File: config.mk
export PLATFORM = sky130hd
export DESIGN_NAME = feac_tx_seq
export DESIGN_NICKNAME = d
export VERILOG_FILES = /design/src/rtl/feac_tx_seq.sv
export SDC_FILE = /design/constraint.sdc
export NUM_CORES = 1
export LEC_CHECK = 0
export BUFFER_PORTS_ARGS = -buffer_cell sky130_fd_sc_hd__buf_4
export CAP_MARGIN = 20
export CORE_MARGIN = 2
export CORE_UTILIZATION = 40
export DETAILED_ROUTE_END_ITERATION = 10
export SKIP_LAST_GASP = 1
export SLEW_MARGIN = 10
export SYNTH_ARGS = -nofsm -noshare
export SYNTH_HDL_FRONTEND = slang
export SYNTH_SLANG_ARGS = --single-unit
File: constraint.sdc
create_clock -name clk -period 2.2 [get_ports clk]
set_clock_uncertainty 0.15 [all_clocks]
set_input_delay 0.44 -clock clk [delete_from_list [all_inputs] [get_ports clk]]
set_output_delay 0.44 -clock clk [all_outputs]
set_load 0.05 [all_outputs]
File: src/rtl/feac_tx_seq.sv
module feac_tx_seq #(
  parameter int REPS = 10
) (
  input  logic       clk,
  input  logic       rst_n,
  input  logic       bit_en,
  input  logic [1:0] act_sel,
  input  logic [5:0] code_a,
  input  logic [5:0] code_b,
  output logic       tx_bit,
  output logic       tx_idle
);

  localparam int RW = $clog2(REPS + 2);

  typedef enum logic [1:0] {ST_IDLE = 2'd0, ST_A = 2'd1, ST_B = 2'd2} st_t;

  st_t           st;
  logic [1:0]    sel_q;
  logic [1:0]    mode;
  logic [3:0]    bit_idx;
  logic [RW-1:0] rep;
  logic [5:0]    cur;
  logic          frame_bit;

  wire           busy    = (st != ST_IDLE);
  wire           start   = (sel_q == 2'b00) && (act_sel != 2'b00) && !busy;
  wire [5:0]     src     = (st == ST_B) ? code_b : code_a;
  wire           last    = (bit_idx == 4'd15);
  wire [RW-1:0]  rep_nx  = rep + 1'b1;
  wire           min_met = (rep_nx >= RW'(REPS));
  wire           done10  = (rep_nx == RW'(REPS));

  always_comb begin
    if (bit_idx == 4'd0 || bit_idx == 4'd7) frame_bit = 1'b0;
    else if (bit_idx < 4'd7)                frame_bit = cur[bit_idx[2:0] - 3'd1];
    else                                    frame_bit = 1'b1;
  end

  always_ff @(posedge clk) begin
    if (!rst_n) begin
      st      <= ST_IDLE;
      sel_q   <= 2'b00;
      mode    <= 2'b00;
      bit_idx <= 4'd0;
      rep     <= '0;
      cur     <= 6'd0;
      tx_bit  <= 1'b1;
      tx_idle <= 1'b1;
    end else begin
      sel_q <= act_sel;
      if (start) begin
        st      <= ST_A;
        mode    <= act_sel;
        bit_idx <= 4'd0;
        rep     <= '0;
      end
      if (bit_en) begin
        if (!busy) begin
          tx_bit  <= 1'b1;
          tx_idle <= 1'b1;
        end else begin
          tx_bit  <= frame_bit;
          tx_idle <= 1'b0;
          bit_idx <= bit_idx + 4'd1;
          if (bit_idx == 4'd0) cur <= src;
          if (last) begin
            case (st)
              ST_A: begin
                if (mode == 2'b11) begin
                  if (min_met && act_sel == 2'b00) st <= ST_IDLE;
                  rep <= min_met ? RW'(REPS) : rep_nx;
                end else if (done10) begin
                  st  <= (mode == 2'b10) ? ST_B : ST_IDLE;
                  rep <= (mode == 2'b10) ? '0 : rep;
                end else begin
                  rep <= rep_nx;
                end
              end
              ST_B: begin
                if (done10) st <= ST_IDLE;
                else        rep <= rep_nx;
              end
              default: st <= ST_IDLE;
            endcase
          end
        end
      end
    end
  end

endmodule


**Yosys cells after proc, flatten, opt, wreduce, memory -nomap -nowiden**

Index checks and enable logic that the tools add are counted.

- Add/subtract/negate cells: 3
- Order comparisons: 3
- Equality and inequality tests: 8
- Mux-type cells: 30
- Reductions and logical operators: 11

Operator list:

| kind | count |
|---|---|
| 2-to-1 mux 4 bit | 12 |
| 2-to-1 mux 2 bit | 9 |
| adder 4 x 1 -> 4 bit, second input constant | 2 |
| equality test 4 bit, second input constant | 2 |
| case mux 4 bit (2 select lines) | 1 |
| inequality test 7 bit, second input constant | 1 |
| equality test 2 bit, second input constant | 3 |
| 2-to-1 mux 6 bit | 1 |
| 2-to-1 mux 1 bit | 5 |
| equality test 4 x 3 -> 1 bit, second input constant | 1 |
| greater-or-equal comparator 4 bit, second input constant | 1 |
| logical NOT 2 bit | 2 |
| logical NOT 4 bit | 1 |
| < comparator 3 x 4 -> 1 bit, second input constant | 1 |
| < comparator 4 x 3 -> 1 bit, second input constant | 1 |
| case mux 2 bit (2 select lines) | 1 |
| nonzero test 2 bit | 2 |
| binary-select mux 1 bit (select 3 bit) | 1 |
| logical AND 1 bit | 3 |
| AND reduction 3 bit | 1 |
| subtractor 3 x 1 -> 3 bit, second input constant | 1 |
| equality test 2 x 1 -> 1 bit, second input constant | 1 |
| logical NOT 1 bit | 1 |
| logical OR 1 bit | 1 |

- Bits in registers: 22
- Output and inout port bits: 2
- Logic and storage cells: 63

**Logic depth before layout (Yosys ltp)**

Gate-level depths: netlist (run 1).

- Depth in word-level cells: 10
- Mapped depth: 8

**Least setup slack after synthesis (run 1)**

No wires, ideal clock.

- Kind: flip-flop to flip-flop
- Start point: reg st[1]
- End point: reg rep[1]
- Data arrival time: 1743 ps
- Data required time: 1917 ps
- Path slack: 175 ps
- Cell stages (with the launch flop): 8
- Period minus slack after synthesis: 2025 ps
- Cells stage by stage: dfxtp_1 -> inv_1 -> ha_1 -> nand2b_2 -> or2_1 -> or4_4 -> nand3_1 -> a31oi_1

- Cells in the longest elaborated chain, start to end: 9
- Elaborated cells between the ends (all ways): 12
- Classes of those cells: 3 x eq/ne; 6 x mux; 3 x reduce/logical

RTL lines:

| item | line | RTL |
|---|---|---|
| from (decl) | 18 | `st_t st;` |
| from (signal assigned) | 74 | `st <= (mode == 2'b10) ? ST_B : ST_IDLE;` |
| nonzero test 2 bit | 26 | `wire busy = (st != ST_IDLE);` |
| logical NOT 1 bit | -- |  |
| logical AND 1 bit | 27 | `wire start = (sel_q == 2'b00) && (act_sel != 2'b00) && !busy;` |
| 2-to-1 mux 4 bit | 52 | `if (start) begin` |
| 2-to-1 mux 4 bit | 81 | `if (done10) st <= ST_IDLE;` |
| case mux 4 bit (2 select lines) | 68 | `case (st)` |
| 2-to-1 mux 4 bit | 67 | `if (last) begin` |
| 2-to-1 mux 4 bit | 59 | `if (!busy) begin` |
| 2-to-1 mux 4 bit | 58 | `if (bit_en) begin` |
| to (signal assigned) | 72 | `rep <= min_met ? RW'(REPS) : rep_nx;` |
| to (signal assigned) | 75 | `rep <= (mode == 2'b10) ? '0 : rep;` |
| to (signal assigned) | 77 | `rep <= rep_nx;` |
| to (decl) | 22 | `logic [RW-1:0] rep;` |

Parallel ways exist; a longest one is shown, timed or not.
A chain may end at the register's enable or synchronous reset.

**Worst setup path after layout (run 1)**

- Start point: reg rep[1]
- End point: reg rep[1]

- Cells in the longest elaborated chain, start to end: 8
- Elaborated cells between the ends (all ways): 13
- Classes of those cells: 1 x add/sub; 1 x order compare; 2 x eq/ne; 9 x mux

RTL lines:

| item | line | RTL |
|---|---|---|
| adder 4 x 1 -> 4 bit | 30 | `wire [RW-1:0] rep_nx = rep + 1'b1;` |
| greater-or-equal comparator 4 bit or equality test 4 bit (tied branches) | 31, 32 |  |
| 2-to-1 mux 4 bit (on tied branches) | 72, 73 |  |
| 2-to-1 mux 4 bit | 70 | `if (mode == 2'b11) begin` |
| case mux 4 bit (2 select lines) | 68 |  |
| 2-to-1 mux 4 bit | 67 |  |
| 2-to-1 mux 4 bit | 59 |  |
| 2-to-1 mux 4 bit | 58 |  |

Parallel ways exist; a longest one is shown, timed or not.

==> run metrics, run 1 <==
Layout fillers around 350; clock-pin transition on the worst setup and hold timing paths roughly 0.11 ns; CTS Hold Bufs 0; pre-CTS setup slack ~0.033 ns; worst min-delay path category in -> reg; via/cell ratio 5.57; asr flop ratio synth 0%; pwr/cell area approximately 450 nW/um2; Fmax 472 MHz; CP Data Required Time between 2 and 2.5 ns; Rows 21; area of the multi-input gates a little over 900 um2; hold path depth 2; Antenna Violating Nets Remaining 0; CTS tree built; FF-to-FF End rep[1]$_SDFFE_PN0P_; fin nets roughly 210; synth-to-layout area growth 18.3%; reg2reg start rep[1]$_SDFFE_PN0P_; gpl congestion slightly above 0.8; worst vdd ir between 0.0003 and 0.0004 V; Post-synth EDFFs 0; syn avg cell area about 8.4 um2; fin. max-slew vios 0; most common cell after layout, fill and taps aside buf_4; Mapped Area around 1400 um2; DP HPWL around 2.4 mm; Synth cell types between 50 and 60; crit path launch type register; largest net degree at the start of global routing 15; Synthesis Warnings 0; maximum capacitance violations 0; most frequent cells in the layout 24 x buf_4, 18 x dfxtp_1, 15 x nand2_1, 14 x nor2_1; total number of vias 1,293; first-pass GRT wire length between 5 and 6 mm; ant diodes 0; Cells after Synth about 170; Worst R2R Path Depth 7; reg-to-reg slack, setup about 0.083 ns; register area share after synthesis 31.4%; # port buffers 18; total gr overflow 0; io pins 19; main flop type after synthesis dfxtp_1; Sink Count 22; Min-Delay Endpoint sel_q[0]$_SDFF_PN0_; fin crit share between 90% and 100%; Setup Viol. Count Final 0; placed cell area roughly 1600 um2; CP arrival around 2.1 ns; Worst Setup End Kind register; Die Span X approximately 63 um; Leak about 0.57 nW; register bit total from synthesis 22; area of the core ~3400 um2; Initial Util around two fifths; critical path fanouts, max 8; Total GRT Usage 16.7%; H-Tree Depth 1; Slew HR ~70%; setup repair bufs after CTS 0; share of layout cells above drive strength 1 between 20% and 30%; worst slew pin tran about 0.46 ns; CTS buffer count 3; min-delay src act_sel[0]; vias in the first global route 1,214; post-route minimum period approximately 2.1 ns; setup ws final about 0.083 ns; final instance area 1660 um2; number of hold violations in the final report 0; Syn Nets 192; final wirelength about 3.2 mm; Root Buffer Master clkbuf_4; DRC viols 0; Clock Latency Late Sink around 0.30 ns; Setup CP Type reg -> reg; antenna violations before repair 0; Wirelength per Cell ~14 um; DIE AREA about 4000 um2; Die H between 60 and 70 um; iteration-0 DRC count of the detailed router slightly below 60; FF/Latch Area 448 um2; Bufs on Longest Clock Path 2; run status complete, no violations; Pre-antenna DRT Iters 4
[cell usage after synthesis, types with 2 or more instances]
cell | count | share of area (%)
a211oi_1 | 7 | 3.7
a21oi_1 | 8 | 2.9
a31o_1 | 2 | 1.2
a31oi_1 | 3 | 1.3
and2_1 | 5 | 2.2
buf_2 | 2 | 0.71
clkbuf_1 | 3 | 0.80
dfxtp_1 | 22 | 31
ha_1 | 8 | 7.1
inv_1 | 8 | 2.1
mux2i_1 | 6 | 4.3
nand2_1 | 15 | 4.0
nand2b_1 | 2 | 0.89
nand3_1 | 6 | 2.1
nand4_1 | 2 | 0.89
nor2_1 | 14 | 3.7
nor2b_1 | 2 | 0.89
nor3_1 | 4 | 1.4
nor4_1 | 3 | 1.3
o211ai_1 | 2 | 1.1
o21a_1 | 2 | 1.1
o21ai_0 | 5 | 1.8
o21ai_2 | 2 | 1.2
o22ai_1 | 2 | 0.89
o31ai_1 | 2 | 1.1
or2_1 | 2 | 0.89
xnor2_1 | 2 | 1.2
[what timing repair did]
action	4_1_cts	5_1_grt
setup endpoints to repair	0	5
hold endpoints to repair	0	0
resized for setup	0	11
[logic make-up (layout without fill, tap and decap cells)]
family,after synthesis,count (layout),synth area share (%)
AND/OR/NAND/NOR,66,66,25.4
buffers and inverters,16,35,5.26
flip-flops,22,22,31.4
adder cells (fa/ha/maj),8,8,7.13
XOR/XNOR,2,2,1.25
multiplexers,8,8,6.68
AO/OA/AOI/OAI,45,45,22.9
[worst max path at each step]
stage                   startpoint                   to  slack (ns)  cells after the start
3_5_place_dp   rep[0]$_SDFFE_PN0P_  rep[1]$_SDFFE_PN0P_        0.03                      7
6_report       rep[1]$_SDFFE_PN0P_  rep[1]$_SDFFE_PN0P_        0.08                      7
5_1_grt           st[1]$_SDFF_PN0_  rep[0]$_SDFFE_PN0P_        -0.1                      8
4_1_cts        rep[0]$_SDFFE_PN0P_  rep[1]$_SDFFE_PN0P_       0.009                      7
3_3_place_gp      st[0]$_SDFF_PN0_  rep[1]$_SDFFE_PN0P_        0.12                      7
2_1_floorplan     st[1]$_SDFF_PN0_  rep[1]$_SDFFE_PN0P_        0.17                      7
[area by class of cell]
| cell class | instances | area share (%) |
|---|---|---|
| multi-input cells | 129 | 55.5 |
| flip-flops and latches | 22 | 27.0 |
| repair buffers | 24 | 10.9 |
| well taps | 46 | 3.47 |
| inverters | 8 | 1.81 |
| clock buffers | 3 | 1.36 |
[routing by layer]
metal  part of all wire (%)  vias up  global-route usage, %
li1                       -      655                      -
met1                     49      605                   23.1
met2                     45       31                   26.5
met3                    4.8        2                   4.46
met4                   0.44        0                   2.45
met5                      0        -                      0
[flip-flops by register name, summed over array words and instances (netlist names)]
register and flops:
sel_q 2, mode 2, st 2, tx_idle 1
bit_idx 4, rep 4, tx_bit 1, cur 6
[per-stage QoR]
stage	utilization [%]	std cells	TNS, ns	hold WS, ns	total power [mW]
6_report	49.4	232	0	0.214	0.745
3_5_place_dp	47.5	229	0	0.328	0.576
3_3_place_gp	47.5	229	0	0.314	0.573
2_1_floorplan	-	167	0	0.300	0.521
4_1_cts	48.2	232	0	0.202	0.757
5_1_grt	49.4	232	-0.0952	0.200	0.795
[critical path, stage by stage, from the launching register on]
cell     delay [ns]
dfxtp_2        0.42
ha_2           0.25
nand2_1        0.12
o21ai_2        0.22
a31oi_2        0.17
or4_4          0.46
nand3_1        0.11
a31oi_1        0.09
[where the power goes]
group	total, mW	switching [mW]	internal (mW)
sequential	0.427	0.0114	0.416
combinational	0.140	0.0760	0.0636
clock	0.179	0.115	0.0639
Power figures use the tool's default switching activity.
==> inputs of run 2 (changes only) <==
- MAX_ROUTING_LAYER: not set -> met4
==> run metrics, run 2 (synthesis gave the netlist of run 1 again) <==
run status complete, no violations; post-route minimum period 2.10 ns (-0.0161 ns); Largest regs cur: 6 flops, bit_idx: 4 flops, rep: 4 flops; Slew HR 69.4% (-0.10 points); total power 745 uW (about the same); Total GRT Usage 17.1% (+0.46 points); Initial Util 41.7% (unchanged); fin nets 213 (unchanged); DP HPWL 2.36 mm (unchanged); # port buffers 18 (unchanged); total gr overflow 0 (unchanged); met1 WL 1.55 mm (-1.5%); Pre-antenna DRT Iters 4 (unchanged); Min-Delay Endpoint sel_q[0]$_SDFF_PN0_; number of hold violations in the final report 0 (unchanged); ant diodes 0 (unchanged); WL met3 122 um (-21%); FF-to-FF End rep[1]$_SDFFE_PN0P_; Rows 21 (unchanged); first-pass GRT wire length 5.44 mm (+0.13%); total number of vias 1,287 (-0.46%); Bufs on Longest Clock Path 2 (unchanged); DR top layer met4; Wirelength per Cell 13.6 um (-1.1%); area of the core 3360 um2 (unchanged); antenna violations before repair 0 (unchanged); crit path launch type register; via/cell ratio 5.55 (-0.46%); final wirelength 3.16 mm (-1.1%); critical path fanouts, max 5 (-3); CTS Hold Bufs 0 (unchanged); Layout fillers 347 (unchanged); largest net degree at the start of global routing 15 (unchanged); Leak 0.574 nW (unchanged); io pins 19 (unchanged); synth-to-layout area growth 18.3% (unchanged); fin crit share 95.5% (-0.73 points); iteration-0 DRC count of the detailed router 52 (-12%); worst slew pin tran 0.458 ns (+0.00155 ns); max FFs per register 6 (unchanged); Root Buffer Master clkbuf_4; CP arrival 2.13 ns (about the same); min-delay src act_sel[0]; most common cell after layout, fill and taps aside buf_4; reg2reg start st[1]$_SDFF_PN0_; Antenna Violating Nets Remaining 0 (unchanged); vias in the first global route 1,208 (-0.49%); Worst Setup End Kind register; Setup Viol. Count Final 0 (unchanged); CTS tree built; Worst R2R Path Depth 7 (unchanged); most frequent cells in the layout 24 x buf_4, 18 x dfxtp_1, 15 x nand2_1, 14 x nor2_1; H-Tree Depth 1 (unchanged); DIE AREA 4000 um2 (unchanged); Die Span X 63.2 um (unchanged); Critical Path Max Stage Delay 0.49 ns (+0.03 ns); clock-pin transition on the worst setup and hold timing paths 0.11 ns (about the same); crit path cell chain inv_1 -> ha_1 -> nand2b_2 -> or2_4 -> or4_4 -> nand3_1 -> a31oi_1; Sink Count 22 (unchanged); Die H 63.2 um (unchanged); Clock Latency Late Sink 0.30 ns (about the same); worst vdd ir 0.000316 V (+0.19%); CP Data Required Time 2.23 ns (about the same); DRC viols 0 (unchanged); hold path depth 2 (unchanged); Slowest-stage cell, CP or4_4; CTS buffer count 3 (unchanged); Inst Count DP 229 (unchanged); maximum capacitance violations 0 (unchanged); share of layout cells above drive strength 1 24.7% (unchanged); met2 routed WL 1.47 mm (+1.5%); worst min-delay path category in -> reg; reg-to-reg slack, setup 0.1 ns (+0.02 ns); pwr/cell area 449 nW/um2 (about the same); fin. max-slew vios 0 (unchanged); Fmax 476 MHz (+0.77%); Setup CP Type reg -> reg; final cell count without fillers 232 (unchanged); gpl congestion 0.825 (+1.5%); Hold WS 0.214 ns (+0.000849 ns); Top reg by flops cur
==> run 2: worst max path at each step <==
stage | start | to | depth (start not counted)
CTS | rep[0]$_SDFFE_PN0P_ | rep[1]$_SDFFE_PN0P_ | 7
detailed placement | rep[0]$_SDFFE_PN0P_ | rep[1]$_SDFFE_PN0P_ | 7
global placement | st[0]$_SDFF_PN0_ | rep[1]$_SDFFE_PN0P_ | 7
floorplan | st[1]$_SDFF_PN0_ | rep[1]$_SDFFE_PN0P_ | 7
finish | st[1]$_SDFF_PN0_ | rep[1]$_SDFFE_PN0P_ | 7
global route | st[1]$_SDFF_PN0_ | rep[0]$_SDFFE_PN0P_ | 8
==> run 2: routing by layer <==
layer / up-vias / GRT usage (%)
li1: 657 / -
met1: 606 / 23.2
met2: 22 / 26.3
met3: 2 / 4.46
met4: 0 / 2.45
met5: - / -
==> run 2: cell type report <==
| type | count | area, um2 | share of cell area (%) |
|---|---|---|---|
| multi-input cells | 129 | 922 | 55.5 |
| flip-flops and latches | 22 | 448 | 27.0 |
| repair buffers | 24 | 180 | 10.9 |
| well taps | 46 | 57.6 | 3.47 |
| inverters | 8 | 30.0 | 1.81 |
| clock buffers | 3 | 22.5 | 1.36 |
==> run 2: report_power, final <==
part	internal [mW]	switching [mW]	total [mW]
registers	0.416	0.0114	0.427
logic	0.0636	0.0760	0.140
clock network	0.0639	0.114	0.178
==> run 2: timing repair <==
item                                   4_1_cts  5_1_grt
setup endpoints to repair                    0        5
buffers inserted                             0        0
resized for setup                            0       11
endpoints found under the hold margin        0        0
==> run 2: stage by stage <==
| stage | cell area, um2 | TNS [ns] | worst slack (ns) | utilization [%] |
|---|---|---|---|---|
| final | 1660 | 0 | 0.0994 | 49.4 |
| after global placement | 1600 | 0 | 0.119 | 47.5 |
| after detailed placement | 1600 | 0 | 0.0329 | 47.5 |
| after floorplan | 1400 | 0 | 0.175 | - |
| after CTS | 1620 | 0 | 0.00903 | 48.2 |
| after global routing | 1660 | -0.0952 | -0.0952 | 49.4 |
==> run 2: critical path: cells and delay by family (launching register included) <==
family | cells | cell delay [ns]
compound gates | 1 | 0.09
fa+ha+maj | 1 | 0.19
buf+inv | 1 | 0.07
flops | 1 | 0.37
simple gates | 4 | 1.10
